File: config.mk
export PLATFORM = sky130hd
export DESIGN_NAME = hbp_pulse_gen
export DESIGN_NICKNAME = d
export VERILOG_FILES = /design/src/rtl/hbp_pkg.sv /design/src/rtl/hbp_edge_det.sv /design/src/rtl/hbp_oneshot.sv /design/src/rtl/hbp_pulse_gen.sv
export SDC_FILE = /design/constraint.sdc
export NUM_CORES = 1
export LEC_CHECK = 0
export BUFFER_PORTS_ARGS = -buffer_cell sky130_fd_sc_hd__buf_2
export CORE_ASPECT_RATIO = 0.75
export CORE_MARGIN = 2
export CORE_UTILIZATION = 55
export CTS_CLUSTER_SIZE = 8
export DETAILED_ROUTE_END_ITERATION = 12
export PLACE_DENSITY_LB_ADDON = 0.05
export RECOVER_POWER = 100
export SLEW_MARGIN = 10
export SYNTH_ARGS = -nofsm -noshare
export SYNTH_HDL_FRONTEND = slang
export SYNTH_SLANG_ARGS = --single-unit
export TNS_END_PERCENT = 20
File: constraint.sdc
create_clock -name clk -period 5.8 [get_ports clk]
set_input_delay 1.16 -clock clk [delete_from_list [all_inputs] [get_ports clk]]
set_output_delay 1.16 -clock clk [all_outputs]
set_load 0.01 [all_outputs]
File: src/rtl/hbp_pkg.sv
package hbp_pkg;
  // cycles for a duration given in tenths of a microsecond
  function automatic int unsigned tenths_to_cyc(input int unsigned clk_per_us,
                                                input int unsigned tenths);
    int unsigned c;
    c = (clk_per_us * tenths) / 10;
    return (c == 0) ? 1 : c;
  endfunction
endpackage

File: src/rtl/hbp_edge_det.sv
module hbp_edge_det (
  input  logic clk,
  input  logic rst,
  input  logic sync_in,
  output logic lead,
  output logic trail
);
  logic prev_q;

  always_ff @(posedge clk) begin
    if (rst) prev_q <= 1'b0;
    else     prev_q <= sync_in;
  end

  assign lead  = sync_in & ~prev_q;
  assign trail = ~sync_in & prev_q;
endmodule

File: src/rtl/hbp_oneshot.sv
module hbp_oneshot #(
  parameter int unsigned LEN = 4
) (
  input  logic clk,
  input  logic rst,
  input  logic trig,
  output logic active
);
  localparam int unsigned CW = (LEN > 1) ? $clog2(LEN) : 1;
  localparam logic [CW-1:0] LOAD = CW'(LEN - 1);

  logic [CW-1:0] cnt_q;

  always_ff @(posedge clk) begin
    if (rst) begin
      active <= 1'b0;
      cnt_q  <= '0;
    end else if (!active) begin
      if (trig) begin
        active <= 1'b1;
        cnt_q  <= LOAD;
      end
    end else if (cnt_q == '0) begin
      active <= 1'b0;
    end else begin
      cnt_q <= cnt_q - 1'b1;
    end
  end

  // a running one-shot terminates when its count is spent
  a_r3_oneshot_ends: assert property (@(posedge clk) disable iff (rst)
    active && (cnt_q == '0) |=> !active);

  // a trigger while running neither reloads nor stalls the count
  a_r7_no_restart: assert property (@(posedge clk) disable iff (rst)
    active && trig && (cnt_q != '0) |=> active && (cnt_q == $past(cnt_q) - 1'b1));

  // out of reset the one-shot is idle
  a_r1_idle_after_reset: assert property (@(posedge clk) disable iff (rst)
    $past(rst) |-> !active);
endmodule

File: src/rtl/hbp_pulse_gen.sv
module hbp_pulse_gen #(
  parameter int unsigned CLK_PER_US     = 100,
  parameter int unsigned H_TENTHS_US    = 50,
  parameter int unsigned BP_TENTHS_US   = 25,
  parameter int unsigned LINE_TENTHS_US = 640,
  parameter int unsigned LOCK_PCT       = 75
) (
  input  logic clk,
  input  logic rst,
  input  logic csync_in,
  output logic h_pulse,
  output logic bp_pulse
);
  import hbp_pkg::*;

  // every duration derives from the one clock-rate setting
  localparam int unsigned H_CYC    = tenths_to_cyc(CLK_PER_US, H_TENTHS_US);
  localparam int unsigned BP_CYC   = tenths_to_cyc(CLK_PER_US, BP_TENTHS_US);
  localparam int unsigned LINE_CYC = tenths_to_cyc(CLK_PER_US, LINE_TENTHS_US);
  localparam int unsigned LOCK_RAW = (LINE_CYC * LOCK_PCT) / 100;
  localparam int unsigned LOCK_CYC = (LOCK_RAW > H_CYC) ? LOCK_RAW : H_CYC;

  logic lead, trail, lock_on, accept;

  hbp_edge_det edge_i (
    .clk(clk), .rst(rst), .sync_in(csync_in), .lead(lead), .trail(trail)
  );

  // half-line eliminator: only edges outside the lockout window pass
  assign accept = lead & ~lock_on;

  hbp_oneshot #(.LEN(LOCK_CYC)) lock_i (
    .clk(clk), .rst(rst), .trig(accept), .active(lock_on)
  );

  hbp_oneshot #(.LEN(H_CYC)) hos_i (
    .clk(clk), .rst(rst), .trig(accept), .active(h_pulse)
  );

  // back porch is driven by trailing edges alone
  hbp_oneshot #(.LEN(BP_CYC)) bpos_i (
    .clk(clk), .rst(rst), .trig(trail), .active(bp_pulse)
  );

  // a horizontal strobe only starts from a sensed leading edge
  a_r2_h_from_lead: assert property (@(posedge clk) disable iff (rst)
    $rose(h_pulse) |-> $past(lead));

  // the strobe always lies inside its own lockout window
  a_r4_h_within_lock: assert property (@(posedge clk) disable iff (rst)
    h_pulse |-> lock_on);

  // an edge seen during lockout starts no strobe
  a_r4_locked_edge_dropped: assert property (@(posedge clk) disable iff (rst)
    lead && lock_on |=> !$rose(h_pulse));

  // a back-porch gate only starts from a sensed trailing edge
  a_r6_bp_from_trail: assert property (@(posedge clk) disable iff (rst)
    $rose(bp_pulse) |-> $past(trail));
endmodule

# Word-level counts from Yosys, hierarchy flattened
# Cells that the tools add are included.
word_totals:
  regBits: 34
  word_cells: 45
  output_inout_bits: 2
  input_bits: 3
classes:
  n_bitwise: 6
  add_sub_neg: 3
  n_reduce_logical: 9
  n_mux: 17
  eq_ne: 3
op_table:
  columns: ["operator", "n"]
  rows:
  - ["two-way mux 13 bit", 3]
  - ["two-way mux 9 bit", 3]
  - ["two-way mux 8 bit", 3]
  - ["zero test 13 bit", 1]
  - ["subtractor 13 x 1 -> 13 bit, second input constant", 1]
  - ["zero test 9 bit", 1]
  - ["subtractor 9 x 1 -> 9 bit, second input constant", 1]
  - ["zero test 8 bit", 1]
  - ["two-way mux 1 bit", 8]
  - ["subtractor 8 x 1 -> 8 bit, second input constant", 1]
  - ["inequality test 2 bit, second input constant", 3]
  - ["AND reduction 2 bit", 3]
  - ["nonzero test 2 bit", 3]
  - ["bitwise AND 1 bit", 3]
  - ["inverter 1 bit", 3]

# Longest topological paths before layout
# Gate-level depths: netlist of run 1.
logic_depth:
  depth_word: 5
  mapped_depth: 6
  mapped_depth_nobuf: 6

# By module
# Synthesis of run 1 repeated with hierarchy kept, for this count alone.
unflattened:
  hier_cells: 197
  hier_area_um2: 1746.7
modules_own_cells:
  columns: ["mod", "instances", "seq_area_each_um2", "cells_per_inst", "area_each_um2"]
  rows:
  - ["hbp_oneshot at lock_i", 1, 280.3, 84, 737.0]
  - ["hbp_oneshot at hos_i", 1, 200.2, 56, 481.7]
  - ["hbp_oneshot at bpos_i", 1, 180.2, 52, 475.5]
  - ["hbp_edge_det", 1, 20.0, 4, 38.8]
  - ["hbp_pulse_gen", 1, 0.0, 1, 13.8]

# Least setup slack after synthesis of run 1
# Ideal clock, no wire load.
synth_timing:
  kind: "input -> register"
  startpoint: "in csync_in"
  endpoint: "reg hos_i.cnt_q[3]"
  stages: 4
  required_time_ns: 5.672
  setup_slack_ns: 3.554
  setup_time_ns: 0.128
  t_arrival_ns: 2.119
  path_cell_list: "nor3b_1 > nand2_1 > a31oi_1 > nor2_1"
synth_between:
  elab_chain_len: 4
synth_lines:
  columns: ["item", "line_no", "source"]
  rows:
  - ["start: declaration", "hbp_pulse_gen.sv:10", "input logic csync_in,"]
  - ["bitwise AND 1 bit", "hbp_edge_det.sv:15", "assign lead = sync_in & ~prev_q;"]
  - ["bitwise AND 1 bit", "hbp_pulse_gen.sv:30", "assign accept = lead & ~lock_on;"]
  - ["nonzero test 2 bit (no source line)", null, null]
  - ["AND reduction 2 bit (no source line)", null, null]
  - ["end signal: assignment", "hbp_oneshot.sv:26", "cnt_q <= cnt_q - 1'b1;"]
  - ["end: declaration", "hbp_oneshot.sv:12", "logic [CW-1:0] cnt_q;"]
# Every way passes these cells.
# A chain may end at the register's enable or synchronous reset.

# Worst setup path after layout of run 1
# Same ends and word-level chain as after synthesis.

==> flow_metrics.py, run 1 <==
metrics = {
    "synthesis": {
        "synth.avg_cell_area_um2": 8.73,
        "ys.flop_type": "dfxtp_1",
        "synth_area_um2": 1750,
        "ys_warn_count": 0,
        "syn_inst": 200,
        "yosys-top-cells-area": "dfxtp_1 39%, a21oi_1 4.6%, nor2_1 4.1%",
        "yosysSeqAreaShare_pct": 39.0,
        "async_reset_ff_share_pct": 0,
        "yosys.area.top_type": "dfxtp_1",
        "postSynthNetCount": 208,
        "yosysUniqueCellTypes": 51,
        "ys_seq_elements": 34,
        "netlist.area_leader.share_pct": 39.0,
        "synth_edf_count": 0,
    },
    "setup_path": {
        "crit_fanout": 7,
        "path_cells": "clkbuf_1 > nor3b_1 > nand2_1 > a31oi_1 > nor2_1",
        "crit_required_ns": 5.91,
        "end_kind": "flop",
        "cpPeakStageDelay_ns": 0.66,
        "arrival_ns": 2.61,
        "critPathSlowestCell": "nor3b_1",
        "critPathKind": "in -> reg",
        "critPathLaunchType": "primary input",
    },
    "sta": {
        "relSlewSlack_pct": 3.79,
        "rsz0062_at_grt": "no",
        "tns_ns": 0,
        "layout_min_cycle_time_ns": 2.50,
        "tightest_slew_ns": 1.44,
        "final_hold_viol_count": 0,
        "max_freq_ghz": 0.400,
        "fin_crit_sh_pct": 43.1,
        "slew_violations": 0,
        "finalSetupViolCount": 0,
        "fin_skew_ns": 0.00648,
    },
    "power": {
        "power_uw": 583,
        "power.static_leakage_uw": 0.000638,
        "worst_ir_drop_vdd_mv": 0.199,
        "p_per_area_nw_per_um2": 314,
    },
    "clocking": {
        "tritoncts": "built",
        "cts-root-buf": "clkbuf_8",
        "cts.sinks": 34,
        "ctsResizeCount": 0,
        "cts_buffer_depth": 2,
        "clk_pin_slew_ns": 0.06,
        "clk_latency_ns": 0.28,
        "h-tree-depth": 2,
        "post-cts-setup-buffer-count": 0,
        "numCtsBuffers": 5,
        "cts-hold-fix-buffers": 0,
    },
    "cells_and_area": {
        "finalNetCount": 211,
        "area_delta_synth_final_pct": 6.23,
        "final_cell_mix": "34 x dfxtp_1, 19 x nor2_1, 16 x a21oi_1, 10 x nand2_1",
        "final_area_um2": 1860,
        "drive_gt1_share_pct": 8.37,
        "diodes": 0,
        "fin_util_pct": 62.3,
        "layout_commonest_cell": "dfxtp_1",
    },
    "detailed_routing": {
        "drtPass1Iterations": 4,
        "via_per_inst": 6.20,
        "drc": 0,
        "post_drt_wl_per_cell_um": 15.0,
        "routed_wl_mm": 3.62,
        "drt_iter0_drc": 84,
        "ant_nets": 0,
        "vias": 1493,
    },
    "placement": {
        "postPlaceCellArea_um2": 1780,
        "hpwl_mm": 2.57,
        "place.gp.congestion": 0.808,
        "portBuffers": 4,
    },
    "die": {
        "die_y_um": 52.8,
        "io_pins": 5,
        "initial_utilization_pct": 58.7,
        "die_x_um": 69.1,
        "die-area_um2": 3650,
        "core_area_um2": 2980,
        "rows": 17,
    },
    "min_path": {
        "hp-class": "reg -> reg",
    },
    "global_routing": {
        "gr-total-overflow": 0,
        "grt_antenna_before_repair": 0,
        "grt_max_degree": 36,
        "grt_pass1_wl_mm": 6.41,
        "grt_pass1_vias": 1361,
        "gr-usage-all-layers_pct": 22.6,
    },
    "run": {
        "cap_violations": 0,
    },
    "outcome": {
        "status": "finished, final reports clean",
    },
}
==> synthesized netlist by cell type (4+ instances only) <==
master	instances
a211oi_1	5
a21oi_1	16
a31oi_1	9
clkbuf_1	7
dfxtp_1	34
ha_1	5
inv_1	9
nand2_1	10
nor2_1	19
nor3_1	8
o211ai_1	4
o31ai_1	4
==> flip-flops by register name (all words and copies together) (netlist names) <==
register and flops:
edge_i.prev_q 1, bpos_i.active 1, lock_i.cnt_q 13, hos_i.cnt_q 9
hos_i.active 1, bpos_i.cnt_q 8, lock_i.active 1
==> cell families (layout without fill, tap and decap cells) <==
| family | count (synthesis) | after routing | synth area share, % |
|---|---|---|---|
| AO/OA/AOI/OAI | 58 | 58 | 22.9 |
| adder cells (fa/ha/maj) | 5 | 5 | 3.58 |
| flip-flops | 34 | 34 | 39.0 |
| XOR/XNOR | 5 | 5 | 2.51 |
| multiplexers | 2 | 2 | 1.22 |
| AND/OR/NAND/NOR | 79 | 79 | 27.2 |
| buffers and inverters | 17 | 20 | 3.65 |
==> worst paths after layout <==
path                        start         endpoint  slack (ns)  cells after the start
hold reg to reg    hos_i.cnt_q[8]   hos_i.cnt_q[8]        0.49                      2
setup reg to reg  lock_i.cnt_q[0]  lock_i.cnt_q[3]        3.36                      6
setup / recovery         csync_in   hos_i.cnt_q[3]        3.30                      5
hold / removal     hos_i.cnt_q[8]   hos_i.cnt_q[8]        0.49                      2
==> area by class of cell <==
cell class | count | area, um^2
Tap cell | 38 | 47.5
Inverter | 9 | 33.8
Timing Repair Buffer | 4 | 15.0
Clock buffer | 7 | 76.3
Multi-Input combinational cell | 149 | 1000
Sequential cell | 34 | 681
Fill cell | 275 | 1120
==> power by group <==
| part | switching, uW | internal (uW) |
|---|---|---|
| clock | 76.7 | 82.5 |
| sequential | 30.1 | 258 |
| combinational | 78.4 | 57.6 |
==> metrics by stage <==
stage	hold WS [ns]	cells	worst slack, ns
floorplan	0.460	200	3.55
global placement	0.473	234	3.16
detailed placement	0.484	234	3.14
CTS	0.493	241	3.40
global route	0.522	241	3.16
finish	0.491	241	3.30
==> per-layer routing <==
| metal | vias to the layer above | part of all wire (%) | routed length [um] | global-route usage, % |
|---|---|---|---|---|
| met5 | - | 0 | 0 | 0 |
| met4 | 0 | 1.2 | 42 | 8.82 |
| met3 | 4 | 3.8 | 136 | 6.92 |
| met2 | 22 | 43 | 1550 | 34.3 |
| met1 | 710 | 52 | 1890 | 30.2 |
| li1 | 757 | - | - | - |
==> critical path, delay by kind of cell <==
family | cells | cell delay (ns)
and+or+nand+nor | 3 | 1.06
AOI/OAI and AO/OA | 1 | 0.24
buffers and inverters | 1 | 0.15
No activity file was read; power rests on OpenSTA's default activity.
==> run 2: changes to the inputs <==
- clock period: 5.8 -> 2.1 ns (I/O delays scaled with it)
==> run 2 against run 1 <==
Against the previous run:
- non-clock buffer count increased by 4
- total power increased to 2.9 times the previous value
- clock skew increased by 0.0012 ns
- largest cell class unchanged
- highest routed layer unchanged
==> flow_metrics.py, run 2 (synthesis results as in run 1) <==
metrics = {
    "clocking": {
        "cts-hold-fix-buffers": 0,
        "clk_latency_ns": 0.29,
        "cts.sinks": 34,
        "cts-root-buf": "clkbuf_8",
        "cts_buffer_depth": 2,
        "tritoncts": "built",
        "numCtsBuffers": 5,
        "h-tree-depth": 2,
        "clk_pin_slew_ns": 0.07,
    },
    "cells_and_area": {
        "largest_register_ffs": 13,
        "finalNetCount": 215,
        "final_cell_mix": "34 x dfxtp_1, 19 x nor2_1, 16 x a21oi_1, 10 x nand2_1",
        "fin_util_pct": 63.2,
        "diodes": 0,
        "fin_cells": 246,
        "top_register": "lock_i.cnt_q",
        "drive_gt1_share_pct": 9.13,
        "layout_commonest_cell": "dfxtp_1",
        "area_delta_synth_final_pct": 7.81,
        "top_regs": "lock_i.cnt_q x13, hos_i.cnt_q x9, bpos_i.cnt_q x8",
        "nFillCells": 268,
    },
    "global_routing": {
        "gr-usage-all-layers_pct": 21.9,
        "grt_pass1_wl_mm": 6.13,
        "grt_max_degree": 28,
        "grt_antenna_before_repair": 0,
        "gr-total-overflow": 0,
        "grt_pass1_vias": 1381,
    },
    "sta": {
        "rsz0062_at_grt": "no",
        "tightest_slew_ns": 1.16,
        "final_hold_viol_count": 0,
        "tns_ns": 0,
        "finalSetupViolCount": 0,
        "relSlewSlack_pct": 22.5,
        "slew_violations": 0,
        "fin_skew_ns": 0.00767,
        "fin_crit_sh_pct": 87.9,
        "layout_min_cycle_time_ns": 1.85,
        "max_freq_ghz": 0.542,
    },
    "outcome": {
        "status": "finished, final reports clean",
    },
    "detailed_routing": {
        "post_drt_wl_per_cell_um": 14.8,
        "via_per_inst": 6.34,
        "drc": 0,
        "drtPass1Iterations": 4,
        "routed_wl_mm": 3.64,
        "vias": 1559,
        "drt_iter0_drc": 127,
        "ant_nets": 0,
    },
    "power": {
        "p_per_area_nw_per_um2": 883,
        "power.static_leakage_uw": 0.000660,
        "worst_ir_drop_vdd_mv": 0.523,
    },
    "setup_path": {
        "critPathSlowestCell": "a2111oi_0",
        "critPathKind": "reg -> reg",
        "critPathLaunchType": "flop",
        "cpPeakStageDelay_ns": 0.51,
        "end_kind": "flop",
        "crit_fanout": 5,
        "arrival_ns": 1.97,
        "crit_required_ns": 2.23,
        "path_cells": "inv_1 > ha_1 > nor3b_1 > clkbuf_1 > a2111oi_0 > xnor2_1 > a21oi_1",
    },
    "placement": {
        "place.gp.congestion": 0.952,
        "portBuffers": 4,
        "placedCellCount": 238,
        "hpwl_mm": 2.58,
    },
    "die": {
        "die-area_um2": 3650,
        "core_area_um2": 2980,
        "die_y_um": 52.8,
        "io_pins": 5,
        "die_x_um": 69.1,
        "rows": 17,
        "initial_utilization_pct": 58.7,
    },
    "run": {
        "cap_violations": 0,
    },
    "min_path": {
        "hp-class": "in -> reg",
    },
}
[run 2: cell count changes in the layout (fill, tap and decap cells not counted), sizes merged]
cell	previous run	this run
buf	0	2
clkbuf	11	13
clkinv	0	1
[run 2: metal layers]
metal | GRT usage (%) | wire (um)
met3 | 6.92 | 266
met5 | 0 | 0
met2 | 32.2 | 1530
met1 | 29.8 | 1800
met4 | 8.82 | 42
[run 2: per-stage QoR]
step                      hold slack, ns  total power, uW  cell area (um^2)  setup WS [ns]
final                              0.394             1660              1880          0.255
after global routing               0.397             1760              1880         0.0849
after CTS                          0.395             1680              1910         0.0622
after detailed placement           0.487             1190              1810         0.0834
after global placement             0.475             1170              1810          0.209
after floorplan                    0.460             1090              1750          0.226
[run 2: path summary, 6_finish.rpt]
path	start	end	slack (ns)	cells after the start
setup reg to reg	hos_i.cnt_q[0]	hos_i.cnt_q[5]	0.25	7
hold / removal	csync_in	edge_i.prev_q	0.39	2
setup / recovery	hos_i.cnt_q[0]	hos_i.cnt_q[5]	0.25	7
hold reg to reg	hos_i.cnt_q[8]	hos_i.cnt_q[8]	0.50	2
[run 2: critical path: cells and delay by family, from the launching register on]
kind	cells	cell delay (ns)
AOI/OAI and AO/OA	2	0.59
DFF	1	0.36
adders and majority gates	1	0.22
buffers and inverters	2	0.21
xor gates and xnor gates	1	0.17
and+or+nand+nor	1	0.14
[run 2: timing repair]
| item | 4_1_cts | 5_1_grt |
|---|---|---|
| gates resized for setup | 0 | 1 |
| setup endpoints to repair | 0 | 9 |
| buffers inserted | 0 | 0 |
| hold endpoints to repair | 0 | 0 |
[run 2: layout make-up]
| type | count | area, um^2 | area share, % |
|---|---|---|---|
| inverter | 9 | 33.8 | 1.79 |
| sequential | 34 | 681 | 36.1 |
| clock buffer | 7 | 86.3 | 4.58 |
| tap | 38 | 47.5 | 2.52 |
| clock inverter | 1 | 5.00 | 0.266 |
| multi-input combinational | 149 | 995 | 52.8 |
| timing repair buffer | 8 | 35.0 | 1.86 |
[run 2: power by group]
part / internal [uW] / switching [uW] / total (uW)
clock: 264 / 236 / 500
sequential: 712 / 82.3 / 795
combinational: 155 / 213 / 369
total: 1130 / 531 / 1660
